`config.mk`:
```
export PLATFORM = sky130hd
export DESIGN_NAME = seg_desc_check
export DESIGN_NICKNAME = d
export VERILOG_FILES = /design/src/rtl/seg_desc_check.sv
export SDC_FILE = /design/constraint.sdc
export NUM_CORES = 1
export LEC_CHECK = 0
export CAP_MARGIN = 20
export CORE_MARGIN = 8
export CORE_UTILIZATION = 49
export CTS_BUF_LIST = sky130_fd_sc_hd__clkbuf_4 sky130_fd_sc_hd__clkbuf_8
export CTS_CLUSTER_SIZE = 12
export DETAILED_ROUTE_END_ITERATION = 10
export GPL_TIMING_DRIVEN = 0
export PLACE_DENSITY_LB_ADDON = 0.15
export SYNTH_ARGS = -nofsm -noshare
export SYNTH_HDL_FRONTEND = slang
export SYNTH_SLANG_ARGS = --single-unit
```
`constraint.sdc`:
```
create_clock -name clk -period 4 [get_ports clk]
set_clock_uncertainty 0.1 [all_clocks]
set_input_delay 0.8 -clock clk [delete_from_list [all_inputs] [get_ports clk]]
set_output_delay 0.8 -clock clk [all_outputs]
set_load 0.03 [all_outputs]
```
`src/rtl/seg_desc_check.sv`:
```
module seg_desc_check #(
  parameter logic [7:0] VEC_NP = 8'd11,
  parameter logic [7:0] VEC_GP = 8'd13
) (
  input  logic        clk,
  input  logic        rst_n,
  input  logic        ld_valid,
  input  logic        ld_sel,
  input  logic [31:0] ld_data,
  input  logic        req_valid,
  input  logic [31:0] req_offset,
  input  logic [1:0]  req_kind,
  input  logic [1:0]  req_size,
  input  logic [1:0]  req_cpl,
  input  logic [1:0]  req_rpl,
  output logic        rsp_valid,
  output logic        rsp_fault,
  output logic [7:0]  rsp_vector,
  output logic [31:0] rsp_lin,
  output logic        wb_valid,
  output logic [31:0] wb_word
);

  localparam int ABIT = 8;

  logic [31:0] lo_q, hi_q;

  logic [31:0] seg_base, eff_lim;
  logic [19:0] raw_lim;
  logic [32:0] last_byte;
  logic [1:0]  eprl;
  logic        present, is_sys, is_code, rw_ok;
  logic        bad_priv, bad_type, bad_lim, bad_any, ok;
  logic [7:0]  vec;

  assign seg_base  = {hi_q[31:24], hi_q[7:0], lo_q[31:16]};
  assign raw_lim   = {hi_q[19:16], lo_q[15:0]};
  assign eff_lim   = hi_q[23] ? {raw_lim, 12'hFFF} : {12'd0, raw_lim};
  assign present   = hi_q[15];
  assign is_sys    = !hi_q[12];
  assign is_code   = hi_q[11];
  assign rw_ok     = hi_q[9];

  assign eprl      = (req_cpl > req_rpl) ? req_cpl : req_rpl;
  assign last_byte = {1'b0, req_offset} + {31'd0, req_size};

  assign bad_priv  = eprl > hi_q[14:13];
  assign bad_lim   = last_byte > {1'b0, eff_lim};

  always_comb begin
    unique case (req_kind)
      2'd0:    bad_type = is_code && !rw_ok;
      2'd1:    bad_type = is_code || !rw_ok;
      2'd2:    bad_type = !is_code;
      default: bad_type = 1'b1;
    endcase
  end

  assign bad_any = !present || is_sys || bad_priv || bad_type || bad_lim;
  assign ok      = !bad_any;
  assign vec     = !present ? VEC_NP : (bad_any ? VEC_GP : 8'd0);

  always_ff @(posedge clk) begin
    if (!rst_n) begin
      lo_q       <= '0;
      hi_q       <= '0;
      rsp_valid  <= 1'b0;
      rsp_fault  <= 1'b0;
      rsp_vector <= '0;
      rsp_lin    <= '0;
      wb_valid   <= 1'b0;
      wb_word    <= '0;
    end else begin
      rsp_valid <= req_valid;
      wb_valid  <= req_valid && ok;
      if (req_valid) begin
        rsp_fault  <= bad_any;
        rsp_vector <= vec;
        rsp_lin    <= ok ? seg_base + req_offset : 32'd0;
        wb_word    <= ok ? (hi_q | (32'd1 << ABIT)) : 32'd0;
      end
      if (ld_valid && !ld_sel) lo_q <= ld_data;
      if (ld_valid && ld_sel) hi_q <= ld_data;
      else if (req_valid && ok) hi_q[ABIT] <= 1'b1;
    end
  end

endmodule


```
Yosys cells after proc, flatten, opt, wreduce, memory -nomap -nowiden

Cells that the tools add are included.

$add $sub $neg: 2
$lt $le $gt $ge: 3
Equality and inequality tests: 2
Multiplexer cells: 7
Reduce and logical (&&, ||, !) cells: 16

Operator list:

| cell                                                | number |
|---|---|
| two-way mux 32 bit                                  | 3 |
| adder 32 x 2 -> 33 bit                              | 1 |
| > comparator 33 x 32 -> 1 bit                       | 1 |
| adder 32 bit                                        | 1 |
| two-way mux 4 bit                                   | 2 |
| zero test 1 bit                                     | 6 |
| logical OR 1 bit                                    | 5 |
| > comparator 2 bit                                  | 2 |
| logical AND 1 bit                                   | 4 |
| case mux 1 bit (3 select lines)                     | 1 |
| equality test 2 x 1 -> 1 bit, second input constant | 1 |
| equality test 2 bit, second input constant          | 1 |
| zero test 2 bit                                     | 1 |
| two-way mux 2 bit                                   | 1 |

Register bits after elaboration: 138
Bits of input ports: 77
Output and inout port bits: 75
Word-level logic and storage cells: 38

Longest topological paths before layout

Word-level depth: 8
Mapped depth: 19
Mapped depth without buffers: 18

Least setup slack after synthesis

OpenSTA, ideal clock, no wires.

Path type: in2reg
From: input port req_offset[1]
To: register wb_word[23]
Library setup time: 0.117 ns
Data arrival time: 4.005 ns
Required time: 3.783 ns
Setup slack: -0.221 ns
Stages: 19
Path buffers: 1
Cells stage by stage: ha_1 -> a21oi_1 -> nor2_1 -> nand4_1 -> nor3_1 -> and2_1 -> nor2b_1 -> nand2_1 -> xnor2_1 -> ha_1 -> nand4_1 -> nor3_1 -> and3_1 -> a221o_1 -> a211oi_2 -> o21ai_2 -> nor2_8 -> buf_6 -> a22o_1

Cells in the longest elaborated chain, start to end: 4

Ends and longest elaborated chain:

| item                          | line | source |
|---|---|---|
| from (decl)                   | 11   | `input logic [31:0] req_offset,` |
| adder 32 x 2 -> 33 bit        | 45   | `assign last_byte = {1'b0, req_offset} + {31'd0, req_size};` |
| > comparator 33 x 32 -> 1 bit | 48   | `assign bad_lim = last_byte > {1'b0, eff_lim};` |
| logical OR 1 bit              | 59   | `assign bad_any = !present \|\| is_sys \|\| bad_priv \|\| bad_type \|\| bad_lim;` |
| two-way mux 32 bit            | 80   | `wb_word <= ok ? (hi_q \| (32'd1 << ABIT)) : 32'd0;` |
| to (signal assigned)          | 80   |  |
| to (decl)                     | 21   | `output logic [31:0] wb_word` |

No other way between the ends.
A chain may end at the register's enable or synchronous reset.

Final worst setup path

From: input port req_offset[0]
To: register wb_word[23]

Same word-level chain as after synthesis.

==> key figures <==
Timing
  • Final period utilization: 1.04
  • Slew at the pin closest to its max-slew limit: about 0.76 ns
  • Final hold violation count: 0
  • RSZ-0062 raised after global routing: yes
  • Count of final setup violators: 65
  • Worst setup margin: -0.146 ns
  • Post-route minimum period: roughly 4.1 ns
  • Max-slew violation count: 0
  • TNS Setup: -5.82 ns
  • Max Clock Freq: 0.241 GHz
  • Slew Limit Headroom: 0.494

Placed design
  • Number of port buffers: 146
  • HPWL Detailed: 18.1 mm
  • Dpl ws: -1.28 ns
  • Cells after DPL: about 1200
  • Final GP Congestion: 0.905

Yosys
  • Post-synthesis cell count: 877
  • Ys flop type: dfxtp_1
  • Register area share after synthesis: 0.350
  • Number of synthesized flops with an enable pin: 0
  • Post-Syn Area: 7610 µm²
  • Distinct cell type count after synthesis: 57
  • Syn_area_per_cell: 8.68 µm²
  • Asr flop ratio synth: 0
  • Yosys Warn Count: 0
  • Yosys reg bits: 133

Critical path
  • Reg2Reg Capture Point: wb_word[23]$_SDFFE_PN0P_
  • Launching point of the worst reg2reg path: hi_q[23]$_SDFFE_PN0P_
  • Startpoint types: input pin
  • Critical path class: input pin to flop
  • CP Capture Type: flop
  • CP max stage delay: 0.38 ns
  • CP max FO: 5
  • R2R depth: 15
  • Crit-path cells: buf_4 -> ha_4 -> fa_2 -> buf_6 -> xor2_2 -> ha_1 -> a21o_1 -> a21o_1 -> a221o_1 -> a221o_1 -> a221o_1 -> a211oi_2 -> o21ai_4 -> nor2_8 -> buf_6 -> buf_8 -> a22o_1
  • WP data required: 4.30 ns
  • R2R setup slack: 0.10 ns
  • Critical Path AT: 4.44 ns
  • CP startpoint: req_offset[0]
  • Cell at the slowest stage of the critical path: fa_2
  • Critical Path End: wb_word[23]$_SDFFE_PN0P_
  • Most used cell, CP: a221o_1

Floorplan
  • Die Y-Extent: between 100 and 150 µm
  • Die X: around 140 µm
  • # rows: 45
  • I/O pin cnt: between 150 and 200
  • Starting Density: 0.501
  • Die area: roughly 20000 µm²
  • Core Box Area: ~15000 µm²

Clock network
  • Clock buffer depth: 2
  • Cts bufs inserted: 17
  • H-tree lvl count: 4
  • CTS Sinks: 133
  • CTS Root Buffer Type: clkbuf_8
  • Cts hold-fix bufs: 0
  • Clock transition at path regs: roughly 0.080 ns
  • Clock Latency Late Sink: approximately 0.46 ns
  • TritonCTS clock tree: yes

Layout
  • Most frequent cells in the layout: nand2_1 (176), dfxtp_1 (133), clkdlybuf4s50_1 (129)
  • Final Util: 0.678
  • Area of the multi-input gates: 4860 µm²
  • N_diodes: 0
  • NumNets Final: 1230
  • Layout cells sized above 1: 0.122
  • Commonest non-fill, non-tap cell in the layout: nand2_1
  • Area Overhead vs Synth: 35.5%
  • Storage cell area: 2660 µm²
  • Final Non-Filler Cells: 1282
  • FILL cells: around 1300

Global route
  • Grt ovf: 0
  • Vias in the first global route: 7065
  • First-pass GRT wire length: approximately 37 mm
  • Tot GR Track Use: 0.234
  • Largest net degree at the start of global routing: 17
  • Initial antenna violation count: 0

Job
  • Maxcap violations: 0

Min path
  • Hold Crit Class: flop to flop

Routing
  • DRT antenna net count: 0
  • Vias: roughly 7000
  • Final WL: about 24 mm
  • Post-DR wirelength/cell: 18.5 µm
  • Iteration count of the initial detailed-routing pass: 5
  • Post-route DRC: 0
  • Drt first-iter violations: 435
  • Via-per-instance ratio: 5.52

Pwr
  • Leakage: 4.17 nW
  • Tot Pwr: around 0.0032 W
  • VDD IR max: 0.282 mV
  • Power per cell area: 308 nW/µm²

Run status
  • Failing checks: setup timing
  • Status: complete, but fails checks
-- area by class of cell --
class	count	area share
Multi-Input combinational cell	683	0.472
Sequential cell	133	0.258
Timing Repair Buffer	183	0.176
Clock buffer	20	0.0261
Buffer	45	0.0234
Tap cell	188	0.0228
Clock inverter	12	0.0147
Inverter	18	0.00655
-- worst max-delay path, delay by kind of cell --
family | cells | cell delay, ns
XOR/XNOR | 1 | 0.14
AND/OR/NAND/NOR | 1 | 0.20
buffers and inverters | 4 | 0.58
AO/OA/AOI/OAI | 8 | 1.86
adder cells (fa/ha/maj) | 3 | 0.86
-- where the power goes --
group / total [W] / leakage (nW) / internal, W / switching, W
clock: 0.00122 / 0.213 / 0.000657 / 0.000561
combinational: 0.000573 / 2.87 / 0.000260 / 0.000313
sequential: 0.00139 / 1.08 / 0.00136 / 0.0000313
-- registers in the layout, summed over array words and instances (netlist names) --
signal / count
lo_q: 32
rsp_lin: 32
wb_word: 32
hi_q: 31
rsp_vector: 3
rsp_fault: 1
rsp_valid: 1
wb_valid: 1
-- synth_stat cells (all sizes together) (2+ instances only) --
master	number	area, µm²
and3	7	43.8
and4	7	61.3
a221o	4	40.0
o21bai	2	15.0
a21oi	38	190
nor3	8	40.0
or2	3	18.8
mux2i	8	80.1
a21o	19	143
xor2	15	131
a31oi	5	31.3
nand3	19	95.1
nand4	7	43.8
o21ai	24	124
a211oi	5	42.5
a22o	60	526
buf	13	113
nor2	38	159
nor4	3	31.3
and2	6	37.5
o211ai	3	22.5
nand2	179	672
dfxtp	133	2660
a21boi	65	488
a221oi	2	17.5
a311oi	2	23.8
fa	2	40.0
clkbuf	33	124
nand2b	9	56.3
xnor2	43	377
o31ai	3	22.5
nor2b	6	37.5
ha	70	876
o21a	4	30.0
inv	18	67.6
o211a	3	30.0
-- routing by layer --
metal	vias up	track usage	part of all wire
met4	0	0.105	0.033
li1	3516	-	-
met3	42	0.0530	0.053
met5	-	0	0
met2	208	0.377	0.45
met1	3310	0.294	0.46
-- worst min-delay path by stage --
stage                             start                  endpoint  cells after the start
2_1_floorplan     hi_q[10]$_SDFFE_PN0P_  wb_word[10]$_SDFFE_PN0P_                      1
3_3_place_gp    wb_word[8]$_SDFFE_PN0P_   wb_word[8]$_SDFFE_PN0P_                      1
3_5_place_dp    wb_word[8]$_SDFFE_PN0P_   wb_word[8]$_SDFFE_PN0P_                      1
4_1_cts         wb_word[8]$_SDFFE_PN0P_   wb_word[8]$_SDFFE_PN0P_                      1
5_1_grt        wb_word[15]$_SDFFE_PN0P_  wb_word[15]$_SDFFE_PN0P_                      2
6_report        wb_word[8]$_SDFFE_PN0P_   wb_word[8]$_SDFFE_PN0P_                      1
-- cell families (layout without fill, tap and decap cells) --
| family | after synthesis | after routing | share of synthesized area |
|---|---|---|---|
| adders and majority gates | 72 | 72 | 0.120 |
| AOI/OAI and AO/OA | 248 | 248 | 0.240 |
| muxes | 9 | 9 | 0.0120 |
| and+or+nand+nor | 292 | 292 | 0.170 |
| other | 1 | 4 | 0.000493 |
| buffers and inverters | 64 | 278 | 0.0400 |
| xor gates and xnor gates | 58 | 58 | 0.0668 |
| DFF | 133 | 133 | 0.350 |
-- stage by stage --
stage          area, µm²  hold WS [ns]
2_1_floorplan       7680         0.342
3_3_place_gp        9380         0.335
3_5_place_dp        9380         0.340
4_1_cts            10200         0.358
5_1_grt            10300         0.382
6_report           10300         0.356
-- what timing repair did --
action	4_1_cts	5_1_grt
endpoints found under the setup margin	68	68
buffers inserted	20	14
cloned	3	0
pin swaps	27	37
gates resized for setup	82	21
(Power assumes the default switching activity.)
